$ cat config.mk
export PLATFORM = sky130hd
export DESIGN_NAME = fpc_vec_tester
export DESIGN_NICKNAME = d
export VERILOG_FILES = /design/src/rtl/fpc_pkg.sv /design/src/rtl/fpc_lane_classify.sv /design/src/rtl/fpc_lane_match.sv /design/src/rtl/fpc_vec_tester.sv
export SDC_FILE = /design/constraint.sdc
export NUM_CORES = 1
export LEC_CHECK = 0
export BUFFER_PORTS_ARGS = -buffer_cell sky130_fd_sc_hd__buf_2
export CAP_MARGIN = 15
export CELL_PAD_IN_SITES_DETAIL_PLACEMENT = 1
export CELL_PAD_IN_SITES_GLOBAL_PLACEMENT = 2
export CORE_ASPECT_RATIO = 1.2
export CORE_MARGIN = 5
export CORE_UTILIZATION = 14
export CTS_CLUSTER_DIAMETER = 80
export CTS_CLUSTER_SIZE = 40
export DETAILED_ROUTE_END_ITERATION = 8
export PLACE_DENSITY_LB_ADDON = 0.08
export REMOVE_ABC_BUFFERS = 1
export SETUP_SLACK_MARGIN = 0.05
export SYNTH_ARGS = -nofsm -noshare
export SYNTH_HDL_FRONTEND = slang
export SYNTH_SLANG_ARGS = --single-unit
$ cat constraint.sdc
create_clock -name clk -period 3.2 [get_ports clk]
set_input_delay 0.16 -clock clk [delete_from_list [all_inputs] [get_ports clk]]
set_output_delay 0.16 -clock clk [all_outputs]
set_load 0.005 [all_outputs]
$ cat src/rtl/fpc_pkg.sv
package fpc_pkg;

  localparam int MASK_W    = 7;
  // mask bit positions; the position is what selects the class
  localparam int NAN_BIT   = 6;
  localparam int PINF_BIT  = 5;
  localparam int NINF_BIT  = 4;
  localparam int PZERO_BIT = 3;
  localparam int NZERO_BIT = 2;
  localparam int PDEN_BIT  = 1;
  localparam int NDEN_BIT  = 0;

  typedef enum logic [2:0] {
    KIND_NORMAL = 3'd0,
    KIND_NAN    = 3'd1,
    KIND_INF    = 3'd2,
    KIND_ZERO   = 3'd3,
    KIND_DENORM = 3'd4
  } fp_kind_e;

  typedef struct packed {
    logic     neg;
    fp_kind_e kind;
  } lane_class_t;

endpackage

$ cat src/rtl/fpc_lane_classify.sv
module fpc_lane_classify
  import fpc_pkg::*;
#(
  parameter int EXP_W  = 8,
  parameter int FRAC_W = 23,
  localparam int LANE_W = 1 + EXP_W + FRAC_W
) (
  input  logic [LANE_W-1:0] lane,
  output lane_class_t       cls
);

  logic [EXP_W-1:0]  exp_f;
  logic [FRAC_W-1:0] frac_f;
  logic exp_max, exp_min, frac_nz;
  logic f_nan, f_inf, f_zero, f_den;

  assign exp_f   = lane[LANE_W-2 -: EXP_W];
  assign frac_f  = lane[FRAC_W-1:0];
  assign exp_max = &exp_f;
  assign exp_min = ~|exp_f;
  assign frac_nz = |frac_f;

  // independent decodes, each from raw fields
  assign f_nan  = exp_max &  frac_nz;
  assign f_inf  = exp_max & ~frac_nz;
  assign f_zero = exp_min & ~frac_nz;
  assign f_den  = exp_min &  frac_nz;

  // fixed priority: NaN, infinity, zero, denormal
  always_comb begin
    cls.neg = lane[LANE_W-1];
    if (f_nan)       cls.kind = KIND_NAN;
    else if (f_inf)  cls.kind = KIND_INF;
    else if (f_zero) cls.kind = KIND_ZERO;
    else if (f_den)  cls.kind = KIND_DENORM;
    else             cls.kind = KIND_NORMAL;
  end


  always_comb begin
    exclusive_kind_chk: assert ($onehot0({f_nan, f_inf, f_zero, f_den}));
  end

endmodule

$ cat src/rtl/fpc_lane_match.sv
module fpc_lane_match
  import fpc_pkg::*;
#(
  parameter int LANE_W = 32
) (
  input  lane_class_t        cls,
  input  logic [MASK_W-1:0]  sel,
  output logic [LANE_W-1:0]  lane_out
);

  logic hit;

  always_comb begin
    unique case (cls.kind)
      KIND_NAN:    hit = sel[NAN_BIT];
      KIND_INF:    hit = cls.neg ? sel[NINF_BIT]  : sel[PINF_BIT];
      KIND_ZERO:   hit = cls.neg ? sel[NZERO_BIT] : sel[PZERO_BIT];
      KIND_DENORM: hit = cls.neg ? sel[NDEN_BIT]  : sel[PDEN_BIT];
      default:     hit = 1'b0;
    endcase
  end

  assign lane_out = {LANE_W{hit}};


  always_comb begin
    normal_never_chk: assert (cls.kind != KIND_NORMAL || lane_out == '0);
  end


  always_comb begin
    nan_select_chk: assert (cls.kind != KIND_NAN || lane_out == {LANE_W{sel[NAN_BIT]}});
  end

endmodule

$ cat src/rtl/fpc_vec_tester.sv
module fpc_vec_tester
  import fpc_pkg::*;
#(
  parameter int VEC_W     = 128,
  parameter int SP_EXP_W  = 8,
  parameter int SP_FRAC_W = 23,
  parameter int DP_EXP_W  = 11,
  parameter int DP_FRAC_W = 52
) (
  input  logic             clk,
  input  logic             rst,
  input  logic             in_valid,
  input  logic             fmt_dp,
  input  logic             dc_top,
  input  logic             dc_next,
  input  logic [4:0]       dc_low,
  input  logic [VEC_W-1:0] src,
  output logic             out_valid,
  output logic [VEC_W-1:0] result
);

  localparam int SP_W     = 1 + SP_EXP_W + SP_FRAC_W;
  localparam int DP_W     = 1 + DP_EXP_W + DP_FRAC_W;
  localparam int SP_LANES = VEC_W / SP_W;
  localparam int DP_LANES = VEC_W / DP_W;

  logic [MASK_W-1:0] sel;
  logic [VEC_W-1:0]  sp_vec, dp_vec, next_res;
  logic              fmt_q;

  assign sel = {dc_top, dc_next, dc_low};

  for (genvar g = 0; g < SP_LANES; g++) begin : g_sp
    lane_class_t c;
    fpc_lane_classify #(.EXP_W(SP_EXP_W), .FRAC_W(SP_FRAC_W)) u_cls (
      .lane (src[g*SP_W +: SP_W]),
      .cls  (c)
    );
    fpc_lane_match #(.LANE_W(SP_W)) u_match (
      .cls      (c),
      .sel      (sel),
      .lane_out (sp_vec[g*SP_W +: SP_W])
    );
  end

  for (genvar g = 0; g < DP_LANES; g++) begin : g_dp
    lane_class_t c;
    fpc_lane_classify #(.EXP_W(DP_EXP_W), .FRAC_W(DP_FRAC_W)) u_cls (
      .lane (src[g*DP_W +: DP_W]),
      .cls  (c)
    );
    fpc_lane_match #(.LANE_W(DP_W)) u_match (
      .cls      (c),
      .sel      (sel),
      .lane_out (dp_vec[g*DP_W +: DP_W])
    );
  end

  assign next_res = fmt_dp ? dp_vec : sp_vec;

  always_ff @(posedge clk) begin
    if (rst) begin
      out_valid <= 1'b0;
      result    <= '0;
      fmt_q     <= 1'b0;
    end else begin
      out_valid <= in_valid;
      if (in_valid) begin
        result <= next_res;
        fmt_q  <= fmt_dp;
      end
    end
  end


  valid_rise_chk: assert property (@(posedge clk) disable iff (rst)
    in_valid |=> out_valid);


  valid_idle_chk: assert property (@(posedge clk) disable iff (rst)
    !in_valid |=> !out_valid);


  result_hold_chk: assert property (@(posedge clk) disable iff (rst)
    !in_valid |=> $stable(result));


  for (genvar g = 0; g < SP_LANES; g++) begin : g_sp_chk
    sp_lane_uniform_chk: assert property (@(posedge clk) disable iff (rst)
      (out_valid && !fmt_q) |->
        (result[g*SP_W +: SP_W] == '0 || result[g*SP_W +: SP_W] == '1));
  end


  for (genvar g = 0; g < DP_LANES; g++) begin : g_dp_chk
    dp_lane_uniform_chk: assert property (@(posedge clk) disable iff (rst)
      (out_valid && fmt_q) |->
        (result[g*DP_W +: DP_W] == '0 || result[g*DP_W +: DP_W] == '1));
  end

endmodule

Word-level counts from Yosys, hierarchy flattened
Index checks and enable logic that the tools add are counted.
W data, S select, Z words.
- $add $sub $neg: 0
- multipliers: 0
- divide/modulo/power cells: 0
- magnitude comparators: 0
- eq/ne operators: 24
- shift operators: 0
- mux-type cells: 43
- bitwise logic cells: 30
- reduce and logical (&&, ||, !) cells: 24
- operator list (operator ; count):
    $mux W128 ; 1
    $reduce_or A52 Y1 ; 2
    $reduce_or A23 Y1 ; 4
    $mux W3 ; 24
    $eq A3 B2 Y1 const B ; 12
    $reduce_and A8 Y1 ; 4
    $reduce_or A8 Y1 ; 4
    $and A1 B1 Y1 ; 24
    $pmux W1 S4 ; 6
    $reduce_and A11 Y1 ; 2
    $reduce_or A11 Y1 ; 2
    $eq A3 B1 Y1 const B ; 6
    $eq A3 B3 Y1 const B ; 6
    $mux W1 ; 12
    $logic_not A1 Y1 ; 6
    $not A1 Y1 ; 6
- bits in registers: 129
- bits in latches: 0
- RAM bits: 0
- ROM bits: 0
- bits of input ports: 139
- output and inout port bits: 129
- logic and storage cells: 123
- memories kept: 0

Longest topological paths before layout
Gate-level depths: netlist (run 1).
- depth after elaboration: 10
- gate-level depth with buffers: 7
- depth with buffers taken out: 6

Hierarchy
A second synthesis (run 1) with hierarchy kept.
- cells, all modules: 1017
- area, all modules: 9031.2 um^2
- by module, submodules not included (module ; times used ; cells an instance ; area an instance (um^2) ; sequential area each (um^2)):
    fpc_vec_tester ; 1 ; 571 ; 5763.0 ; 2582.5
    fpc_lane_match (g_sp[0].u_match ...) ; 4 ; 41 ; 314.1 ; 0.0
    fpc_lane_match (g_dp[0].u_match ...) ; 2 ; 73 ; 554.3 ; 0.0
    fpc_lane_classify (g_sp[0].u_cls ...) ; 4 ; 19 ; 128.9 ; 0.0
    fpc_lane_classify (g_dp[0].u_cls ...) ; 2 ; 30 ; 193.9 ; 0.0

Worst setup path before layout (run 1)
No wires, ideal clock.
- path type: input -> register
- start: input src[34]
- end: register result[31]
- setup time: 142 ps
- arrival: 1707 ps
- data required time: 3058 ps
- slack: 1351 ps
- cell stages on the path: 6
- buffers on the path: 0
- cells stage by stage: nor4_1 -> nand4_1 -> nor4_4 -> mux2_2 -> a221oi_2 -> a311oi_2
- cells in the longest elaborated chain, start to end: 9
- elaborated cells on any way between the ends: 16
- classes of those cells: eq/ne: 4; mux: 6; bitwise: 5; reduce/logical: 1
- RTL lines (what ; RTL line ; text):
    start, declared ; fpc_vec_tester.sv:17 ; input logic [VEC_W-1:0] src,
    $reduce_or A52 Y1 * ; fpc_lane_classify.sv:21 ; assign frac_nz = |frac_f;
    $and A1 B1 Y1 / $not A1 Y1 (equally long branches) ; fpc_lane_classify.sv:27, fpc_lane_classify.sv:25, fpc_lane_classify.sv:26 ;
    $mux W3 / $and A1 B1 Y1 (equally long branches) ; fpc_lane_classify.sv:35, fpc_lane_classify.sv:26 ;
    $mux W3 ; fpc_lane_classify.sv:34 ; else if (f_zero) cls.kind = KIND_ZERO;
    $mux W3 ; fpc_lane_classify.sv:33 ; else if (f_inf) cls.kind = KIND_INF;
    $mux W3 * ; fpc_lane_classify.sv:32 ; if (f_nan) cls.kind = KIND_NAN;
    $eq A3 B3 Y1, or another cell as far along ; fpc_lane_match.sv:14 ; unique case (cls.kind)
    $pmux W1 S4 * ; fpc_lane_match.sv:14 ;
    $mux W128 * ; fpc_vec_tester.sv:59 ; assign next_res = fmt_dp ? dp_vec : sp_vec;
    end signal, assigned ; fpc_vec_tester.sv:69 ; result <= next_res;
    end, declared ; fpc_vec_tester.sv:19 ; output logic [VEC_W-1:0] result
Every way passes the cells marked *; elsewhere a longest branch is shown, timed or not.
A chain may end at the register's enable or synchronous reset.

Worst setup path after layout (run 1)
- start: input src[10]
- end: register result[31]
- cells in the longest elaborated chain, start to end: 9
- elaborated cells on any way between the ends: 31
- classes of those cells: eq/ne: 8; mux: 11; bitwise: 10; reduce/logical: 2
- RTL lines (what ; RTL line):
    $reduce_or A52 Y1 / $reduce_or A23 Y1 (equally long branches) ; fpc_lane_classify.sv:21
    $and A1 B1 Y1 / $not A1 Y1 (equally long branches) ; fpc_lane_classify.sv:27, fpc_lane_classify.sv:25, fpc_lane_classify.sv:26
    $mux W3 / $and A1 B1 Y1 (equally long branches) ; fpc_lane_classify.sv:35, fpc_lane_classify.sv:26
    $mux W3 ; fpc_lane_classify.sv:34
    $mux W3 ; fpc_lane_classify.sv:33
    $mux W3 ; fpc_lane_classify.sv:32
    $eq A3 B3 Y1, or another cell as far along ; fpc_lane_match.sv:14
    $pmux W1 S4 ; fpc_lane_match.sv:14
    $mux W128 * ; fpc_vec_tester.sv:59
Marked as above.

==> metrics.cfg, run 1 <==
[status]
status = finished, final reports clean

[power]
vdd_ir_drop_max_v = 0.0001127
p_leak_nw = 1.493
power_density_nw_per_um2 = 191.0

[clock_tree]
cts_root_buf = clkbuf_16
ctsResizeCount = 0
htreeDepth = 1
cts_buffers = 3
post_cts.repair.setup_buffers = 0
cts_tree = built
cts_buffer_depth = 2
clock_latency_ns = 0.23
clk_pin_slew_worst_paths_ns = 0.03
cts_hold_buf = 0
clock-sinks = 5

[sta]
slew_headroom_pct = 46.39
fin_crit_ns = 1.950
fmax_mhz = 512.7
setup_viol = 0
tns_ns = 0
clock_skew_ns = 0
hold_ws_ns = 0.2061
slew_violations = 0
hold_violations = 0
layout_worst_path_cycle_share_pct = 60.95
rsz0062_at_grt = false
tightest_slew_ns = 0.8031

[synth]
synth_edf_count = 0
synthCells = 250
syn_area_um2 = 1887
synthDistinctLibCells = 39
synth-seq-cells = 5
synth_flop_cell = dfxtp_1
syn_avg_cell_area_um2 = 7.547
yosys.area.top_type_share_pct = 49.34
yosysWarnings = 0
yosysTopAreaCell = buf_4
synthArstFlopShare_pct = 0
yosysSeqAreaShare_pct = 5.305
synth.area.top_cells = buf_4 (49%), nor4_1 (9.3%), dfxtp_1 (5.3%), nand4_1 (3.6%), mux4_2 (3.6%)

[cells_and_area]
num_antenna_cells = 0
final_cells = 563
drive_gt1_share_pct = 71.65
multi_input_area_um2 = 837.1
regArea_um2 = 100.1
fin_nets = 535
fin_util_pct = 19.44
area_delta_synth_final_pct = 36.41
finalInstanceArea_um2 = 2574
fillCellCount = 1660

[routing]
vias = 2223
postRouteAntennaNets = 0
wl_um = 8995
detail_route.vias_per_cell = 3.948
drt_iter0_drc = 46
first_pass_iters = 4
drc = 0
wl_per_cell_um = 15.98

[worst_hold_path]
hold_class = primary input to flip-flop
hold_end = result[63]
hp-start = rst
worstHoldPathCells = 2

[floorplanning]
ios = 268
die-area_um2 = 15910
rows = 46
initial_core_util_pct = 14.25
dieWidth_um = 116.0
core_um2 = 13240
die-height_um = 137.2

[critical_path]
r2r_end = result[126]
critPathLaunch = src[10]
crit_path_end_kind = flip-flop
cp_top_family = simple AND/OR/NAND/NOR gates
worst-path-buf-inv = 1
crit-reg2reg-launch = result[126]
path_class = primary input to flip-flop
cp.arrival_ns = 2.04
crit_path_top_delay_cell = mux2_2
crit_chain = buf_2 -> nor4_1 -> nand4_1 -> nor4_4 -> mux2_2 -> a221oi_2 -> a311oi_2
cp_data_required_time_ns = 3.29
max_stage_delay_ns = 0.39
cp-start-kind = primary input
critPathMaxFanout = 2
reg2reg_depth = 3
reg2reg_slack_ns = 1.55

[grt]
grt_remaining_overflow = 0
grt_pass1_vias = 2154
grtUsageMet2_pct = 21.31
track_usage_pct = 9.923
grt_max_degree = 35
antenna_found_initial = 0
gr-usage-met3_pct = 1.582
grt-busiest-layer = met2
grt_util_met1_pct = 9.888
grt_first_pass_wirelength_um = 12130

[placed_design]
portBuffers = 267
post_dp_cell_area_um2 = 2495
dp_hpwl_um = 8296
place.gp.congestion = 0.6916
dp_cells = 559

[run]
drv_cap = 0

==> cells by family after synthesis <==
group | after synthesis | share of synthesized area (%)
AND/OR/NAND/NOR | 84 | 25.40
flip-flops | 5 | 5.305
buffers and inverters | 129 | 50.33
multiplexers | 12 | 9.350
AO/OA/AOI/OAI | 20 | 9.615
==> synth_stat cells, drive strengths merged (2+ instances only) <==
cell type	instances
nand4	11
nand3	7
inv	3
nand2	11
buf	124
nor2	13
mux2	2
dfxtp	5
a221oi	2
o21bai	2
nor3	5
mux4	4
nand4b	2
mux2i	6
nor4	30
clkbuf	2
a311oi	2
nand2b	2
o21ai	2
==> per-layer routing <==
| metal | vias up | routed length (um) |
|---|---|---|
| met1 | 1010 | 2778 |
| met3 | 4 | 846 |
| met5 | - | 0 |
| met2 | 131 | 5322 |
| met4 | 0 | 47 |
| li1 | 1078 | - |
==> cell usage in the layout (no fill, tap or decap), types with 2 or more instances in the layout <==
cell and count:
buf_2 267, nor4_1 28, dfxtp_1 5, nor3_1 5, nand2b_1 2, inv_1 3
mux4_2 3, clkbuf_16 3, mux2_2 2, o21bai_1 2, nor2_1 13, o21ai_0 2
nand3_1 7, nand2_1 11, nand4b_1 2, nand4_1 11, mux2i_1 6
==> worst max path at each step <==
stage / to / slack [ns] / depth (start not counted)
6_report: result[31] / 1.25 / 7
5_1_grt: result[31] / 1.02 / 7
4_1_cts: result[31] / 1.19 / 7
3_5_place_dp: result[31] / 0.95 / 7
3_3_place_gp: result[31] / 0.97 / 7
2_1_floorplan: result[126] / 1.30 / 3
==> where the power goes <==
group | internal [mW] | leakage, nW | switching [mW]
sequential | 0.0653 | 0.0411 | 0.0117
combinational | 0.119 | 1.41 | 0.0906
clock | 0.165 | 0.0382 | 0.0398
total | 0.350 | 1.49 | 0.142
==> stage by stage <==
stage	total power [mW]	setup WS, ns
final	0.4917	1.250
after global routing	0.5263	1.023
after CTS	0.5035	1.190
after detailed placement	0.2941	0.9523
after global placement	0.2947	0.9727
after floorplan	0.1240	1.296
==> registers in the layout, summed over array words and instances (netlist names) <==
register	count
out_valid	1
result	4
==> area by class of cell <==
class	count	area share [%]
multi-input combinational	116	32.52
clock buffer	4	3.063
timing repair buffer	267	51.92
inverter	3	0.4375
tap	168	8.167
sequential	5	3.889
No activity file was read; power rests on OpenSTA's default activity.
==> inputs of run 2 (changes only) <==
Settings changed: ABC_AREA set to 1, CORE_UTILIZATION 14 to 12.
Clock period 3.2 ns to 1.6 ns, I/O delays scaled along.
==> run 2 against run 1 <==
Die area increased by 37%; synthesized cell count is 61% higher; wire length increased by 9.6%; largest cell class unchanged; via count up 21%; clock-buffer cell count stayed put; largest power group unchanged; global-route usage decreased by 1.7 points; area after synthesis up 20%; register-to-register slack lost 0.84 ns; worst setup slack worse by 0.74 ns.
==> metrics.cfg, run 2 <==
[routing]
drt_iter0_drc = 46  ; unchanged
postRouteAntennaNets = 0  ; unchanged
detail_route.vias_per_cell = 3.330  ; -16%
first_pass_iters = 4  ; unchanged
wl_um = 9858  ; +9.6%
vias = 2694  ; +21%
drc = 0  ; unchanged
wl_per_cell_um = 12.19  ; -24%

[sta]
setup_viol = 0  ; unchanged
hold_violations = 0  ; unchanged
layout_worst_path_cycle_share_pct = 68.30
rsz0062_at_grt = false
slew_violations = 0  ; unchanged
hold_ws_ns = 0.02003  ; -0.1860 ns
clock_skew_ns = 0  ; unchanged
tightest_slew_ns = 0.3904  ; -0.4127 ns
fin_crit_ns = 1.093
fmax_mhz = 915.1
slew_headroom_pct = 73.77  ; +27 points

[critical_path]
worst-path-buf-inv = 2  ; +1
cp-start-kind = flip-flop
critPathMaxFanout = 32  ; +30
crit_path_end_kind = primary output
max_stage_delay_ns = 0.33  ; -0.06 ns
crit_path_top_delay_cell = dfxtp_1
cp.arrival_ns = 1.01  ; -1.03 ns
path_class = flip-flop to primary output
crit_chain = buf_4 -> buf_2
cp_top_family = buffers and inverters
cp_data_required_time_ns = 1.52  ; -1.77 ns

[clock_tree]
htreeDepth = 1  ; unchanged
clock_latency_ns = 0.23  ; about the same
cts_buffer_depth = 2  ; unchanged
cts_hold_buf = 0  ; unchanged
clock-sinks = 5  ; unchanged
post_cts.repair.setup_buffers = 0  ; unchanged
ctsResizeCount = 0  ; unchanged
clk_pin_slew_worst_paths_ns = 0.03  ; about the same
cts_buffers = 3  ; unchanged
cts_tree = built
cts_root_buf = clkbuf_16

[power]
internal_power_mw = 0.7338  ; +110%
p_clk_share_pct = 37.8  ; -3.9 points
switchingPower_mw = 0.3600  ; +150%
sequentialPowerShare_pct = 12.3  ; -3.4 points
comb_power_share_pct = 50.0  ; +7.3 points
vdd_ir_drop_max_v = 0.0001787  ; +59%
total_power_mw = 1.094  ; +120%
power_density_nw_per_um2 = 352.1  ; +84%
p_leak_nw = 1.852  ; +24%
sw_frac_of_total_pct = 32.91  ; +4.0 points

[synth]
syn_area_um2 = 2272  ; +20%
syn_avg_cell_area_um2 = 5.652  ; -25%
synth.area.top_cells = buf_4 (41%), nand2_1 (14%), nor2_1 (13%), dfxtp_1 (4.4%), o21ai_0 (4.0%)
synthDistinctLibCells = 23  ; -41%
synth.cells.most_frequent = buf_4 (124), nand2_1 (87), nor2_1 (80), inv_1 (24), o21ai_0 (18)
synth-seq-cells = 5  ; unchanged
yosysTopAreaCell = buf_4
yosysWarnings = 0  ; unchanged
synth_flop_cell = dfxtp_1
synthCells = 402  ; +61%
yosys.area.top_type_share_pct = 40.97  ; -8.4 points
yosysSeqAreaShare_pct = 4.405  ; -0.90 points
synth_edf_count = 0  ; unchanged
synth.most_common_cell = buf_4
synthArstFlopShare_pct = 0  ; unchanged

[floorplanning]
initial_core_util_pct = 12.14  ; -2.1 points
ios = 268  ; unchanged
core_um2 = 18720  ; +41%
die-area_um2 = 21800  ; +37%
rows = 55  ; +20%
die-height_um = 160.7  ; +17%
dieWidth_um = 135.6  ; +17%

[grt]
track_usage_pct = 8.251  ; -1.7 points
grt_pass1_vias = 2760  ; +28%
grt_max_degree = 34  ; -2.9%
gr-usage-met3_pct = 2.600  ; +1.0 points
grt_first_pass_wirelength_um = 14400  ; +19%
grt-busiest-layer = met2
grtUsageMet2_pct = 16.03  ; -5.3 points
grt_util_met1_pct = 8.616  ; -1.3 points
grt_remaining_overflow = 0  ; unchanged
antenna_found_initial = 2  ; +2

[cells_and_area]
final_common_cell = buf_2
final_cell_mix = buf_2 (267), nand2_1 (87), nor2_1 (80), inv_1 (24), o21ai_0 (18)
area_delta_synth_final_pct = 36.73
largest_reg_flops = 4  ; unchanged
num_antenna_cells = 0  ; unchanged
final_cells = 809  ; +44%
drive_gt1_share_pct = 53.89  ; -18 points
fin_nets = 693  ; +30%
top_regs = result x4, out_valid x1
top_register = result

[run]
drv_cap = 0  ; unchanged

[worst_hold_path]
hold_class = primary input to flip-flop

[status]
status = finished, final reports clean

[placed_design]
place.gp.congestion = 0.6630  ; -4.1%
portBuffers = 267  ; unchanged
dp_hpwl_um = 9116  ; +9.9%
dp_cells = 805  ; +44%

[run 2: cell count changes after synthesis, sizes merged, moves of 3 or more]
cell / before / now
a21oi: 1 / 11
inv: 3 / 26
mux2i: 6 / 0
mux4: 4 / 0
nand2: 11 / 93
nand3: 7 / 15
nand3b: 0 / 3
nand4: 11 / 4
nor2: 13 / 87
nor3: 5 / 10
nor4: 30 / 0
o21ai: 2 / 19
[run 2: path summary, 6_finish.rpt]
check	slack, ns	endpoint	cells past startpoint	from
worst max-delay path	0.51	result[30]	2	result[31]
worst min-delay path	0.02	out_valid	2	rst
worst max register to register	0.71	result[63]	3	result[63]
worst min register to register	0.56	result[31]	2	result[31]
[run 2: through the flow]
step	utilization (%)	setup WS (ns)	setup TNS [ns]	cell area (um2)
after floorplan	-	-0.2119	-0.6772	1341
after global placement	16.18	0.2602	0	3028
after detailed placement	16.18	0.2076	0	3028
after CTS	16.60	0.4433	0	3107
after global routing	16.60	0.3207	0	3107
final	16.60	0.5072	0	3107
[run 2: kinds of logic after synthesis]
| family | synth area share (%) |
|---|---|
| simple gates | 41.91 |
| buf+inv | 45.26 |
| compound gates | 8.425 |
| flops | 4.405 |
[run 2: layout make-up]
type,count,area [um2]
repair buffers,271,1366
inverters,26,97.59
flip-flops and latches,5,100.1
well taps,256,320.3
fillers,2447,15610
clock buffers,4,78.83
multi-input cells,247,1144
[run 2: power groups by stage]
stage / clock, mW / sequential [mW] / combinational (mW)
2_1_floorplan: 0 / 0.193 / 0.117
3_3_place_gp: 0 / 0.136 / 0.562
3_5_place_dp: 0 / 0.136 / 0.561
4_1_cts: 0.423 / 0.135 / 0.563
5_1_grt: 0.432 / 0.135 / 0.616
6_report: 0.413 / 0.134 / 0.546
[run 2: metal layers]
metal	share of wire (%)	vias up
met5	0.27	-
met2	53	120
met3	9.5	9
met4	0.86	4
li1	-	1431
met1	36	1130
[run 2: worst register-to-register path, stage by stage (launching register included)]
cell	delay, ns
dfxtp_1	0.29
buf_4	0.20
o21ai_0	0.23
a21oi_2	0.05
